### config.mk
export PLATFORM = sky130hd
export DESIGN_NAME = fetch_mem
export DESIGN_NICKNAME = d
export VERILOG_FILES = /design/src/rtl/fetch_pkg.sv /design/src/rtl/fetch_bank.sv /design/src/rtl/fetch_row_sel.sv /design/src/rtl/fetch_rotator.sv /design/src/rtl/fetch_mem.sv
export SDC_FILE = /design/constraint.sdc
export NUM_CORES = 2
export LEC_CHECK = 0
export BUFFER_PORTS_ARGS = -buffer_cell sky130_fd_sc_hd__buf_2
export CAP_MARGIN = 10
export CORE_UTILIZATION = 30
export CTS_CLUSTER_DIAMETER = 50
export DETAILED_ROUTE_END_ITERATION = 12
export HOLD_SLACK_MARGIN = 0.1
export PLACE_DENSITY = 0.52
export REMOVE_ABC_BUFFERS = 1
export SLEW_MARGIN = 20
export SYNTH_ARGS = -nofsm -noshare
export SYNTH_HDL_FRONTEND = slang
export SYNTH_SLANG_ARGS = --single-unit
### constraint.sdc
create_clock -name clk -period 4.36 [get_ports clk]
set_clock_uncertainty 0.1 [all_clocks]
set_input_delay 0.436 -clock clk [delete_from_list [all_inputs] [get_ports clk]]
set_output_delay 0.436 -clock clk [all_outputs]
set_load 0.05 [all_outputs]
### src/rtl/fetch_pkg.sv
package fetch_pkg;

    // Bank activity seen in the previous cycle
    typedef enum logic [1:0] {
        S_IDLE    = 2'd0,
        S_LOAD    = 2'd1,
        S_DELIVER = 2'd2
    } fetch_state_e;

endpackage

### src/rtl/fetch_bank.sv
module fetch_bank #(
    parameter int WORD_W = 32,
    parameter int ROWS   = 16,
    localparam int ROW_W = $clog2(ROWS)
) (
    input  logic              clk,
    input  logic              en,
    input  logic              we,
    input  logic [ROW_W-1:0]  row,
    input  logic [WORD_W-1:0] din,
    output logic [WORD_W-1:0] dout
);

    logic [WORD_W-1:0] store_q [ROWS];

    // One port: a write in a cycle leaves the read register untouched
    always_ff @(posedge clk) begin
        if (en) begin
            if (we) begin
                store_q[row] <= din;
            end else begin
                dout <= store_q[row];
            end
        end
    end

endmodule

### src/rtl/fetch_row_sel.sv
module fetch_row_sel #(
    parameter int LANES = 4,
    parameter int ROWS  = 16,
    parameter int BANK  = 0,
    localparam int OFF_W = $clog2(LANES),
    localparam int ROW_W = $clog2(ROWS)
) (
    input  logic [ROW_W-1:0] base_row,
    input  logic [OFF_W-1:0] start_off,
    output logic [ROW_W-1:0] bank_row
);

    localparam logic [OFF_W-1:0] BANK_IDX = OFF_W'(BANK);

    // Banks below the start offset hold words that come before the start
    // word in this row, so they must read the next row (wrapping at the top)
    always_comb begin
        if (BANK_IDX < start_off) begin
            bank_row = base_row + ROW_W'(1);
        end else begin
            bank_row = base_row;
        end
    end

endmodule

### src/rtl/fetch_rotator.sv
module fetch_rotator #(
    parameter int LANES  = 4,
    parameter int WORD_W = 32,
    localparam int OFF_W = $clog2(LANES),
    localparam int BUS_W = LANES * WORD_W
) (
    input  logic [BUS_W-1:0] bank_bus,
    input  logic [OFF_W-1:0] amount,
    output logic [BUS_W-1:0] lane_bus
);

    for (genvar i = 0; i < LANES; i++) begin : g_lane
        logic [OFF_W-1:0] src;
        // Lane i takes bank (i + amount) mod LANES
        always_comb begin
            src = OFF_W'(i) + amount;
            lane_bus[i*WORD_W +: WORD_W] = bank_bus[src*WORD_W +: WORD_W];
        end
    end

endmodule

### src/rtl/fetch_mem.sv
module fetch_mem
    import fetch_pkg::*;
#(
    parameter int LANES  = 4,
    parameter int WORD_W = 32,
    parameter int ROWS   = 16,
    localparam int OFF_W  = $clog2(LANES),
    localparam int ROW_W  = $clog2(ROWS),
    localparam int ADDR_W = OFF_W + ROW_W,
    localparam int BUS_W  = LANES * WORD_W
) (
    input  logic              clk,
    input  logic              rst_n,
    input  logic              rd_req,
    input  logic [ADDR_W-1:0] rd_addr,
    input  logic              wr_en,
    input  logic [ADDR_W-1:0] wr_addr,
    input  logic [WORD_W-1:0] wr_data,
    output logic              rd_valid,
    output logic [BUS_W-1:0]  rd_data
);

    fetch_state_e      st_q, st_d;
    logic              rd_accept;
    logic [OFF_W-1:0]  rd_off, wr_off, rot_q;
    logic [ROW_W-1:0]  rd_base, wr_base;
    logic [BUS_W-1:0]  bank_bus;

    assign rd_accept = rd_req & ~wr_en;
    assign rd_off    = rd_addr[OFF_W-1:0];
    assign rd_base   = rd_addr[ADDR_W-1:OFF_W];
    assign wr_off    = wr_addr[OFF_W-1:0];
    assign wr_base   = wr_addr[ADDR_W-1:OFF_W];

    // Next state: what the banks do this cycle
    always_comb begin
        st_d = S_IDLE;
        unique case (st_q)
            S_IDLE, S_LOAD, S_DELIVER: begin
                if (wr_en) begin
                    st_d = S_LOAD;
                end else if (rd_req) begin
                    st_d = S_DELIVER;
                end else begin
                    st_d = S_IDLE;
                end
            end
            default: st_d = S_IDLE;
        endcase
    end

    always_ff @(posedge clk or negedge rst_n) begin
        if (!rst_n) begin
            st_q <= S_IDLE;
        end else begin
            st_q <= st_d;
        end
    end

    // Rotation amount travels with the read
    always_ff @(posedge clk or negedge rst_n) begin
        if (!rst_n) begin
            rot_q <= '0;
        end else if (rd_accept) begin
            rot_q <= rd_off;
        end
    end

    // Outputs from state
    always_comb begin
        rd_valid = 1'b0;
        unique case (st_q)
            S_DELIVER:      rd_valid = 1'b1;
            S_IDLE, S_LOAD: rd_valid = 1'b0;
            default:        rd_valid = 1'b0;
        endcase
    end

    for (genvar b = 0; b < LANES; b++) begin : g_bank
        logic [ROW_W-1:0] rd_row;
        logic [ROW_W-1:0] acc_row;
        logic             bank_we;
        logic             bank_en;

        fetch_row_sel #(
            .LANES (LANES),
            .ROWS  (ROWS),
            .BANK  (b)
        ) u_row (
            .base_row  (rd_base),
            .start_off (rd_off),
            .bank_row  (rd_row)
        );

        assign bank_we = wr_en && (wr_off == OFF_W'(b));
        assign bank_en = rd_accept | bank_we;
        assign acc_row = wr_en ? wr_base : rd_row;

        fetch_bank #(
            .WORD_W (WORD_W),
            .ROWS   (ROWS)
        ) u_bank (
            .clk  (clk),
            .en   (bank_en),
            .we   (bank_we),
            .row  (acc_row),
            .din  (wr_data),
            .dout (bank_bus[b*WORD_W +: WORD_W])
        );
    end

    fetch_rotator #(
        .LANES  (LANES),
        .WORD_W (WORD_W)
    ) u_rot (
        .bank_bus (bank_bus),
        .amount   (rot_q),
        .lane_bus (rd_data)
    );

endmodule

# Word level (Yosys, flattened, before mapping)
# Memory sizes are Yosys's and may differ from the RTL's. A register that Yosys moved wholly into a read port is not among the register bits.
# Cells that the tools add are included.
# classes
bitwise	10
add_sub_neg	4
n_reduce_logical	11
n_shift	4
muxes	24
n_lt_le_gt_ge	4
eq_ne	5
# op_table
op	count
128-bit by 8-bit indexed part select with 32-bit output	4
4-bit 2-to-1 mux	8
1-bit 2-to-1 mux	13
2-bit AND reduction	4
2-bit == test, second input constant	3
2-bit 2-to-1 mux	3
1-bit NOT	5
2-bit adder, first input constant	2
4-bit by 1-bit adder with 4-bit output, second input constant	1
2-bit by 1-bit == test with 1-bit output, second input constant	2
1-bit logical AND	4
2-bit zero test	2
1-bit by 2-bit < comparator with 1-bit output, first input constant	2
2-bit < comparator, first input constant	2
1-bit OR	4
3-bit OR reduction	1
1-bit by 2-bit adder with 2-bit output, first input constant	1
1-bit bitwise AND	1
# word_totals
output_inout_bits	129
inputBits	48
elab_cells	68
memories	4
regBits	4
mem_bits_rw	2048
# mem_list
name	words	word_bits	read_ports	rd_ports_with_merged_regs	wr	line_no	rtl
g_bank[0].u_bank.store_q	16	32	1	1	1	fetch_bank.sv:14	logic [WORD_W-1:0] store_q [ROWS];
g_bank[1].u_bank.store_q	16	32	1	1	1	fetch_bank.sv:14	
g_bank[2].u_bank.store_q	16	32	1	1	1	fetch_bank.sv:14	
g_bank[3].u_bank.store_q	16	32	1	1	1	fetch_bank.sv:14	

# Logic depth before layout (Yosys ltp)
# logic_depth
ltp_word	5
ltp_mapped	9

# Cells and area by module
# From an unflattened synthesis, not the netlist that was laid out.
# unflattened
hier_cells	3619
area_unflattened_um2	84607.4
# by_module_without_submodules
mod	instances	seq_area_each_um2	area_per_inst_um2	cells_each
fetch_bank	4	16335.7	20216.9	844
fetch_rotator	1	0.0	3114.2	156
fetch_mem	1	100.1	379.1	59
fetch_row_sel at g_bank[2].u_row	1	0.0	76.3	9
fetch_row_sel at g_bank[0].u_row	1	0.0	73.8	8
fetch_row_sel at g_bank[1].u_row	1	0.0	66.3	7
fetch_row_sel at g_bank[3].u_row	1	0.0	30.0	4

# Least setup slack after synthesis
# No wires, ideal clock.
# synth_path
path_type	input port to flip-flop
startpoint	in rd_addr[2]
endpoint	mem g_bank[2].u_bank.store_q[11][0], enable pin
cell_stages	8
arrival_ps	4114
slack_ps	-315
path_cell_list	buf_2 > nor2b_1 > a311o_1 > buf_4 > buf_2 > or2_1 > clkbuf_1 > nor3_1
# synth_between
elab_chain_len	3
# synth_lines
element	line_no	rtl
start, declared	fetch_mem.sv:15	input logic [ADDR_W-1:0] rd_addr,
4-bit by 1-bit adder with 4-bit output	fetch_row_sel.sv:19	bank_row = base_row + ROW_W'(1);
4-bit 2-to-1 mux *	fetch_row_sel.sv:18	if (BANK_IDX < start_off) begin
4-bit 2-to-1 mux *	fetch_mem.sv:97	assign acc_row = wr_en ? wr_base : rd_row;
end, declared	fetch_bank.sv:14	
# Mark *: on every way between the ends. The rest lies on a longest branch, timed or not.

# Worst setup path after layout
# layout_path
startpoint	reg rot_q[1]
endpoint	out rd_data[12]
# layout_between
elab_chain_len	1
# layout_lines
element	line_no	rtl
start, declared	fetch_mem.sv:25	logic [OFF_W-1:0] rd_off, wr_off, rot_q;
start signal, assigned	fetch_mem.sv:65	rot_q <= rd_off;
128-bit by 8-bit indexed part select with 32-bit output	fetch_rotator.sv:17	lane_bus[i*WORD_W +: WORD_W] = bank_bus[src*WORD_W +: WORD_W];
end, declared	fetch_mem.sv:20	output logic [BUS_W-1:0] rd_data
# Every way passes these cells.

==> impl_metrics.csv <==
group,metric,value,unit
synthesis,yosys_most_used_dff,"edfxtp_1",
synthesis,synth_cells,4138,
sta,hold_slack,0.167,ns
floorplanning,die_y,540,um
synthesis,syn_area_per_cell,21.0,um^2
critical_path,crit_chain,"buf_4 -> mux4_2 -> buf_2",
clock_network,clkTransAtPathRegs,0.06,ns
detailed_routing,avgViaCountPerCell,5.11,
critical_path,cp-end-kind,"primary output",
finish,drive_above_1_share,31.1,%
synthesis,ys_seq_elements,2180,
place,place_inst,8069,
detailed_routing,drc,0,
power,p_leak,32.2,nW
sta,min_period,3.64,ns
finish,nets,4590,
floorplanning,die_w,540,um
sta,fin_crit_sh,83.5,%
critical_path,cp.required,3.82,ns
global_route,grt_max_degree,125,
critical_path,critPathMaxFanout,41,
power,power_density,466,nW/um^2
finish,stdcell_count,8522,
place,hpwlAfterDp,151,mm
floorplanning,rows,197,
floorplanning,ios,177,
detailed_routing,firstDrtPassIters,7,
job,cap_violations,0,
detailed_routing,ant_nets,0,
synthesis,synth_top_cell_area_share,75.2,%
global_route,antenna_found_initial,28,
detailed_routing,drt_wl_total,244,mm
synthesis,yosysTopAreaCell,"edfxtp_1",
detailed_routing,vias,43600,
synthesis,synth-edff-count,2176,
clock_network,clock_path_buffers,3,
detailed_routing,wl_per_cell,28.7,um
critical_path,crit_type,"reg -> out",
worst_hold_path,min_path_type,"in -> reg",
floorplanning,start_util,30.2,%
clock_network,cts_sinks,2180,
sta,rsz0062_at_grt,"false",
synthesis,synth_area,86900,um^2
global_route,grt_usage,16.6,%
synthesis,synthTopCellsByArea,"edfxtp_1 75%, mux4_2 13%, o211ai_1 3.3%, mux2i_1 2.2%, mux2_2 1.7%",
clock_network,insertion_delay,0.85,ns
sta,relSlewSlack,33.3,%
outcome,status,"finished clean",
clock_network,cts_buffers,223,
finish,fill_cells,26600,
power,vdd.ir_drop.worst,0.000360,V
sta,slew_viol_final,0,
critical_path,critPathLaunchType,"flop",
synthesis,ys_warn_count,0,
sta,fmax,275,MHz
global_route,overflow,0,
sta,setup_violations,0,
critical_path,crit_slowest_cell,"dfrtp_4",
sta,final.setup.worst_slack,0.719,ns
synthesis,synthArstFlopShare,0.183,%
clock_network,htree_levels,4,
sta,worst-slew-pin-transition,0.990,ns
finish,finalCoreUtilization,35.3,%
finish,area_growth,17.0,%
place,portBuffers,176,
global_route,grt_pass1_vias,44400,
synthesis,synth_cell_types,55,
global_route,grt_pass1_wl,344,mm
clock_network,cts_setup_buffers,0,
critical_path,arrival,3.11,ns
sta,finalSetupTns,0,ns
floorplanning,core_area,288000,um^2
clock_network,cts_tree,"built",
sta,finalHoldViolCount,0,
synthesis,yosysSeqAreaShare,75.3,%
detailed_routing,drt_iter0_drc,4421,
place,place.gp.congestion,0.780,
clock_network,root_buffer,"clkbuf_16",
place,dp_slack,0.768,ns
critical_path,slowest_delay,1.06,ns
floorplanning,design.die.area,292000,um^2
-- area by class of cell --
| type | count | area, um^2 | share of cell area, % |
|---|---|---|---|
| Antenna cell | 10 | 25.0 | 0.0246 |
| Clock buffer | 295 | 6000 | 5.90 |
| Clock inverter | 120 | 1090 | 1.07 |
| Inverter | 131 | 492 | 0.484 |
| Multi-Input combinational cell | 1552 | 20300 | 20.0 |
| Sequential cell | 2180 | 65500 | 64.4 |
| Tap cell | 3781 | 4730 | 4.65 |
| Timing Repair Buffer | 453 | 3600 | 3.54 |
-- cells in the final DEF, fill, tap and decap left out, drive strengths merged, types with 28 or more instances in the layout --
cell         instances
clkbuf             295
mux4               511
mux2               132
dlygate4sd3         28
edfxtp            2176
a22oi               32
o211ai             385
inv                144
nand4               36
nand3               67
nor2                55
clkinv              85
buf                425
nand2               46
mux2i              195
-- path summary, 6_finish.rpt --
path / endpoint / start / slack (ns) / depth (start not counted)
min reg2reg: st_q[0] / st_q[1] / 0.45 / 1
max: rd_data[12] / rot_q[1] / 0.72 / 3
max in group asynchronous: rot_q[1] / rst_n / 3.33 / 3
min in group asynchronous: rot_q[0] / rst_n / 0.52 / 3
min: g_bank[2].u_bank.store_q[3][20] / wr_data[20] / 0.17 / 1
max reg2reg: g_bank[3].u_bank.dout[6] / g_bank[3].u_bank.store_q[12][6] / 2.36 / 3
-- routing by layer --
layer | up-vias | track usage (%) | wire (um)
met1 | 23800 | 22.4 | 104000
li1 | 18300 | - | -
met4 | 6 | 4.30 | 5250
met2 | 1220 | 28.2 | 123000
met5 | - | 0 | 36
met3 | 282 | 2.11 | 11800
-- metrics by stage --
step,power (mW),cell area [um^2]
2_1_floorplan,27.6,85600
3_3_place_gp,29.2,94300
3_5_place_dp,29.3,94300
4_1_cts,47.8,102000
5_1_grt,48.7,102000
6_report,47.3,102000
-- state kept, by name (all words and copies together), names as in the netlist --
name                   cells
g_bank.u_bank.dout       128
rot_q                      2
st_q                       2
g_bank.u_bank.store_q   2048
-- repair_timing --
action,CTS,global route
endpoints found under the hold margin,605,47
resized for setup,0,0
hold buffers,27,1
-- cell usage after synthesis (32+ instances only) --
master / count
a22oi_1: 32
buf_2: 65
mux4_2: 511
mux2i_1: 195
clkbuf_1: 142
o211ai_1: 385
mux2_2: 132
edfxtp_1: 2176
nand2_1: 46
nand3_1: 67
nor2_1: 51
nand4_1: 36
inv_1: 131
buf_1: 37
-- logic make-up after synthesis --
kind of cell    share of synthesized area (%)
flops                                    75.3
mux                                      17.2
simple gates                             1.50
xor+xnor                               0.0302
buf+inv                                  2.06
compound gates                           3.89
fa+ha+maj                              0.0144
-- where the power goes --
group	internal (mW)	switching, mW	total (mW)
clock network	10.6	8.03	18.6
registers	23.4	0.329	23.7
logic	1.80	3.24	5.03
total	35.7	11.6	47.3
-- critical path: cells and delay by family, from the launching register on --
family | cells | cell delay (ns)
buf+inv | 2 | 0.61
flops | 1 | 1.06
mux | 1 | 0.54
No activity file was read; power rests on OpenSTA's default activity.
